`config.mk`:
```
export PLATFORM = sky130hd
export DESIGN_NAME = cmp_edge_ctl
export DESIGN_NICKNAME = d
export VERILOG_FILES = /design/src/rtl/cmp_edge_ctl.sv
export SDC_FILE = /design/constraint.sdc
export NUM_CORES = 1
export LEC_CHECK = 0
export BUFFER_PORTS_ARGS = -buffer_cell sky130_fd_sc_hd__buf_2
export CORE_AREA = 3 3 63 65
export DETAILED_ROUTE_END_ITERATION = 8
export DIE_AREA = 0 0 66 68
export PLACE_DENSITY = 0.8
export SETUP_SLACK_MARGIN = 0.5
export SYNTH_ARGS = -nofsm -noshare
export SYNTH_HDL_FRONTEND = slang
export SYNTH_SLANG_ARGS = --single-unit
```
`constraint.sdc`:
```
create_clock -name clk -period 2.9 [get_ports clk]
set_clock_uncertainty 0.1 [all_clocks]
set_input_delay 0.435 -clock clk [delete_from_list [all_inputs] [get_ports clk]]
set_output_delay 0.435 -clock clk [all_outputs]
set_load 0.05 [all_outputs]
```
`src/rtl/cmp_edge_ctl.sv`:
```
module cmp_edge_ctl #(
  parameter int          AW  = 8,
  parameter int          DW  = 32,
  parameter logic [23:0] KEY = 24'hC0FFEE
) (
  input  logic          clk,
  input  logic          rst_n,
  input  logic          wr_en,
  input  logic          rd_en,
  input  logic [AW-1:0] addr,
  input  logic [DW-1:0] wdata,
  output logic [DW-1:0] rdata,
  input  logic          cmp_raw,
  output logic          irq,
  output logic          fault,
  output logic [2:0]    minus_sel,
  output logic [2:0]    plus_sel,
  output logic          cmp_en,
  output logic          cur_sel,
  output logic [1:0]    hyst
);
  localparam logic [AW-1:0] A_CTRL = AW'('h00);
  localparam logic [AW-1:0] A_MODE = AW'('h04);
  localparam logic [AW-1:0] A_MSET = AW'('h24);
  localparam logic [AW-1:0] A_MCLR = AW'('h28);
  localparam logic [AW-1:0] A_MASK = AW'('h2C);
  localparam logic [AW-1:0] A_STAT = AW'('h30);
  localparam logic [AW-1:0] A_ANLG = AW'('h94);
  localparam logic [AW-1:0] A_LOCK = AW'('hE4);
  localparam logic [AW-1:0] A_LERR = AW'('hE8);
  localparam logic [14:0]   MODE_BITS = 15'h7777;

  logic [14:0] mode_q;
  logic [2:0]  anlg_q;
  logic        mask_q, flag_q, lock_q, lerr_q;
  logic [1:0]  sync_q;
  logic        prev_q;

  wire soft_rst = wr_en && addr == A_CTRL && wdata[0];
  wire wr_prot  = wr_en && (addr == A_MODE || addr == A_ANLG);
  wire blocked  = wr_prot && lock_q;
  wire lvl      = sync_q[1];
  wire [1:0] etype = mode_q[10:9];

  logic edge_hit;
  always_comb begin
    case (etype)
      2'd0:    edge_hit = lvl & ~prev_q;
      2'd1:    edge_hit = ~lvl & prev_q;
      2'd2:    edge_hit = lvl ^ prev_q;
      default: edge_hit = 1'b0;
    endcase
    edge_hit = edge_hit & mode_q[8];
  end

  always_ff @(posedge clk or negedge rst_n) begin
    if (!rst_n) begin
      mode_q <= '0; anlg_q <= '0; mask_q <= 1'b0; flag_q <= 1'b0;
      lock_q <= 1'b0; lerr_q <= 1'b0; sync_q <= '0; prev_q <= 1'b0;
    end else if (soft_rst) begin
      mode_q <= '0; anlg_q <= '0; mask_q <= 1'b0; flag_q <= 1'b0;
      lock_q <= 1'b0; lerr_q <= 1'b0; sync_q <= '0; prev_q <= 1'b0;
    end else begin
      sync_q <= {sync_q[0], cmp_raw ^ mode_q[12]};
      prev_q <= lvl;
      if (edge_hit)                        flag_q <= 1'b1;
      else if (rd_en && addr == A_STAT)    flag_q <= 1'b0;
      if (blocked)                         lerr_q <= 1'b1;
      else if (rd_en && addr == A_LERR)    lerr_q <= 1'b0;
      if (wr_en && addr == A_MSET && wdata[0]) mask_q <= 1'b1;
      if (wr_en && addr == A_MCLR && wdata[0]) mask_q <= 1'b0;
      if (wr_prot && !lock_q && addr == A_MODE) mode_q <= wdata[14:0] & MODE_BITS;
      if (wr_prot && !lock_q && addr == A_ANLG) anlg_q <= wdata[2:0];
      if (wr_en && addr == A_LOCK && wdata[31:8] == KEY) lock_q <= wdata[0];
    end
  end

  always_comb begin
    rdata = '0;
    case (addr)
      A_MODE:  rdata[14:0] = mode_q;
      A_MASK:  rdata[0]    = mask_q;
      A_STAT:  rdata[1:0]  = {lvl, flag_q};
      A_ANLG:  rdata[2:0]  = anlg_q;
      A_LOCK:  rdata[0]    = lock_q;
      A_LERR:  rdata[0]    = lerr_q;
      default: rdata = '0;
    endcase
  end

  assign irq       = flag_q & mask_q;
  assign fault     = mode_q[14] & (mode_q[13] ? lvl : flag_q);
  assign minus_sel = mode_q[2:0];
  assign plus_sel  = mode_q[6:4];
  assign cmp_en    = mode_q[8];
  assign cur_sel   = anlg_q[0];
  assign hyst      = anlg_q[2:1];

  a_r4_flag_holds: assert property (@(posedge clk) disable iff (!rst_n)
    flag_q && !(rd_en && addr == A_STAT) && !soft_rst |=> flag_q);
  a_r4_read_clears: assert property (@(posedge clk) disable iff (!rst_n)
    rd_en && addr == A_STAT && !edge_hit && !soft_rst |=> !flag_q);
  a_r3_quiet_when_off: assert property (@(posedge clk) disable iff (!rst_n)
    !mode_q[8] |=> !$rose(flag_q));
  a_r8_lock_blocks: assert property (@(posedge clk) disable iff (!rst_n)
    lock_q && wr_en && addr == A_MODE |=> $stable(mode_q) && lerr_q);
  a_r7_soft_reset: assert property (@(posedge clk) disable iff (!rst_n)
    soft_rst |=> mode_q == '0 && !mask_q && !flag_q && !lock_q && !irq);
endmodule

```
* After elaboration in Yosys (flattened, before gate mapping) *
Cells that the tools add are included.

word-level totals
  register bits after elaboration = 25
  output and inout port bits = 44
  logic and storage cells = 76

operators by class
  equality and inequality tests = 11
  mux-type cells = 23
  bitwise operators = 9
  reductions and logical operators = 25

operators by type and width
  cell                                                             count
  8-bit by 6-bit == test with 1-bit output, second input constant  4
  15-bit two-way mux                                               2
  24-bit == test, second input constant                            1
  8-bit == test, second input constant                             3
  1-bit logical AND                                                15
  1-bit two-way mux                                                13
  12-bit two-way mux                                               1
  3-bit nonzero test                                               3
  8-bit by 3-bit == test with 1-bit output, second input constant  1
  8-bit logical NOT                                                1
  3-bit two-way mux                                                2
  1-bit one-hot mux with 3 select lines                            2
  1-bit one-hot mux with 6 select lines                            1
  2-bit nonzero test                                               3
  1-bit bitwise AND                                                5
  2-bit by 1-bit == test with 1-bit output, second input constant  1
  2-bit == test, second input constant                             1
  2-bit logical NOT                                                1
  2-bit two-way mux                                                1
  1-bit inverter                                                   2
  1-bit one-hot mux with 2 select lines                            1
  1-bit XOR                                                        2
  1-bit logical NOT                                                1
  1-bit logical OR                                                 1

* Depth between registers and ports, before layout *
  depth in word-level cells = 7
  depth in mapped cells = 6

* Least setup slack after synthesis *
OpenSTA, ideal clock, no wires.

  path type = input to output
  start = in addr[3]
  end = out rdata[10]
  data arrival time = 1.596 ns
  path slack = 0.769 ns
  stages = 4
  cell sequence = buf_2 > nor4b_4 > clkbuf_1 > and3_1

on the way
  cells in the longest elaborated chain, start to end = 2

RTL lines
  item                                      RTL line  source
  start, declared                           10        input logic [AW-1:0] addr,
  8-bit by 3-bit == test with 1-bit output  80        case (addr)
  12-bit two-way mux                        80
  end, declared                             12        output logic [DW-1:0] rdata,

No other way between the ends.

* Worst setup path in the final report *
  start = in addr[1]
  end = out rdata[1]

on the way
  cells in the longest elaborated chain, start to end = 2

RTL lines
  item                                         RTL line
  8-bit == test, or another cell as far along  80
  1-bit one-hot mux with 3 select lines (*)    80

Every way passes the cells marked *; elsewhere a longest branch is shown, timed or not.

==> results.cfg <==
[critical_path]
reg2reg_to = mode_q[0]
crit_start = addr[1]
critPathArrivalTime_ns = 1.67
critPathKind = in -> out
setup.worst_path.end = rdata[1]
cp.required_ns = 2.37
worstSetupEndpointType = primary output
startpoint_type = primary input
rr_worst_depth = 5
regToRegSetupSlack_ns = 1.26
r2r-start = lock_q
cp_max_fo = 5

[die]
io_pins = 89
die_y_um = 68
core_area_mm2 = 0.00339
die_w_um = 66
rows = 21
start_util_pct = 45.8
dieArea_mm2 = 0.00449

[cells_and_area]
design_area_mm2 = 0.00183
diodes = 0
post-route-util_pct = 54.0
final_layout_size_suffix_gt1_share_pct = 35.9
finalNonFillerCells = 266
nNetsFinal = 268
area_growth_pct = 17.8

[cts]
cts_tree = built
clk_latency_ns = 0.30
clkSinkCount = 22
clockBufferDepth = 2
cts_max_level = 1
cts_buffers = 3
clk_pin_slew_worst_paths_ns = 0.13
root_buffer = clkbuf_4

[detailed_routing]
drt_iter0_drc = 67
drc = 0
via_count = 1354
vias_per_cell = 5.09
wl_per_cell_um = 13.5
ant_nets = 0
wirelength_um = 3580
dr.pass1.iters = 4

[power]
cellLeakagePower_nw = 0.996
peakVddDrop_mv = 0.214
power_density_mw_per_mm2 = 380

[logic_synthesis]
synthArstFlopShare_pct = 100
ys_ff_latch = 22
syn_area_mm2 = 0.00155
synth_top_family_by_area = simple AND/OR/NAND/NOR gates
synthXorXnorAreaFrac_pct = 1.13
ys_warn_count = 0
syn_area_per_cell_um2 = 9.64
synthMuxAreaShare_pct = 4.51
ys_types = 41
syn_inst = 161
synth_compound_area_share_pct = 11.0
synth_fa_ha_area_share_pct = 1.61
synth-edff-count = 0
yosys.area_share.simple_pct = 29.1
seq_area_frac_synth_pct = 35.5
ys.flop_type = dfrtp_1

[timing]
fin_tns_setup_ns = 0
hold_slack_ns = 0.244
final-setup-viol-count = 0
worst_pin_slew_ns = 0.486
fin_crit_ns = 2.21
slew_violations = 0
rsz0062_at_grt = false
hold_viol = 0
maxSlewHeadroom_pct = 67.1
fin_crit_sh_pct = 76.2
clock.fmax_ghz = 0.453

[placed_design]
place_area_mm2 = 0.00178
place_inst = 260
detailed_place_hpwl_um = 2850
gp_congestion = 0.778
portBuffers = 66

[global_route]
antenna_found_initial = 0
grt_overflow_total = 0
grt_pass1_vias = 1288
grt_pass1_wl_um = 5930
grt_max_degree = 23
grt_usage_pct = 16.8

[run_status]
outcome = finished, final reports clean

[min_path]
hp-class = in -> reg

[run]
cap_violations = 0
-- what timing repair did --
item	4_1_cts	5_1_grt
buffers inserted	0	1
resized for setup	0	0
hold endpoints to repair	22	0
hold buffers	1	0
setup endpoints to repair	0	2
-- cells in the mapped netlist (3+ instances only) --
master,count,share of area [%]
and3_1,11,4.4
nand3_1,4,1.3
nor2_1,11,2.7
buf_4,27,13
buf_2,3,0.97
nand2_1,6,1.5
o21ai_0,3,0.97
nand4_1,7,2.8
nor2b_1,4,1.6
nor3_1,3,0.97
dfrtp_1,22,35
mux2i_1,7,4.5
inv_1,3,0.73
and4_1,3,1.7
a22o_1,10,5.6
-- kinds of logic after synthesis --
family / count (synthesis)
adder cells (fa/ha/maj): 2
XOR/XNOR: 2
buffers and inverters: 37
AND/OR/NAND/NOR: 68
flip-flops: 22
other: 1
multiplexers: 7
AO/OA/AOI/OAI: 22
-- sequential cells by signal (all words and copies together), names as in the netlist --
register and cells:
mode_q 12, anlg_q 3, sync_q 2, flag_q 1, lerr_q 1, lock_q 1, mask_q 1, prev_q 1
-- cell type report --
cell class	count	area, um2
flip-flops and latches	22	551
repair buffers	70	363
fillers	331	1560
multi-input cells	121	811
clock buffers	4	36.3
inverters	3	11.3
well taps	46	57.6
-- power breakdown --
part / internal (W) / leakage, nW / switching [W]
Sequential: 0.000322 / 0.288 / 0.0000130
Combinational: 0.0000539 / 0.687 / 0.000139
Clock: 0.0000765 / 0.0210 / 0.0000913
-- cells in the final DEF, fill, tap and decap left out, types with 6 or more instances in the layout --
cell type  Yosys  routed
a22o_1        10      10
mux2i_1        7       7
and3_1        11      11
nand4_1        7       7
dfrtp_1       22      22
conb_1         1      20
buf_2          3      66
nand2_1        6       6
nor2_1        11      11
-- layer usage --
metal	global-route usage, %	vias up	part of all wire, %
met4	3.55	0	0.42
met3	2.13	2	6.0
met1	22.1	648	41
li1	-	659	-
met2	29.7	45	52
met5	0	-	0
-- stage by stage --
stage	power, W	worst slack (ns)
2_1_floorplan	0.000500	0.769
3_3_place_gp	0.000531	0.460
3_5_place_dp	0.000533	0.434
4_1_cts	0.000701	0.526
5_1_grt	0.000730	0.575
6_report	0.000696	0.691
-- how the worst min path moves through the flow --
stage                     startpoint   endpoint  slack (ns)  cells after the start
after detailed placement       rst_n  mode_q[4]        0.33                      1
after global routing        wdata[4]  mode_q[4]        0.23                      2
after global placement         rst_n  mode_q[5]        0.33                      1
after CTS                   wdata[5]  mode_q[5]        0.24                      2
after floorplan                rst_n  anlg_q[0]        0.04                      0
final                       wdata[5]  mode_q[5]        0.24                      2
-- worst max-delay path, stage by stage --
cell and delay (ns):
buf_2 0.14, nor4_2 0.35, and4_1 0.33, a22oi_1 0.09
nand2_1 0.07, buf_2 0.26
Note: power is estimated with default switching activity, not from simulation.
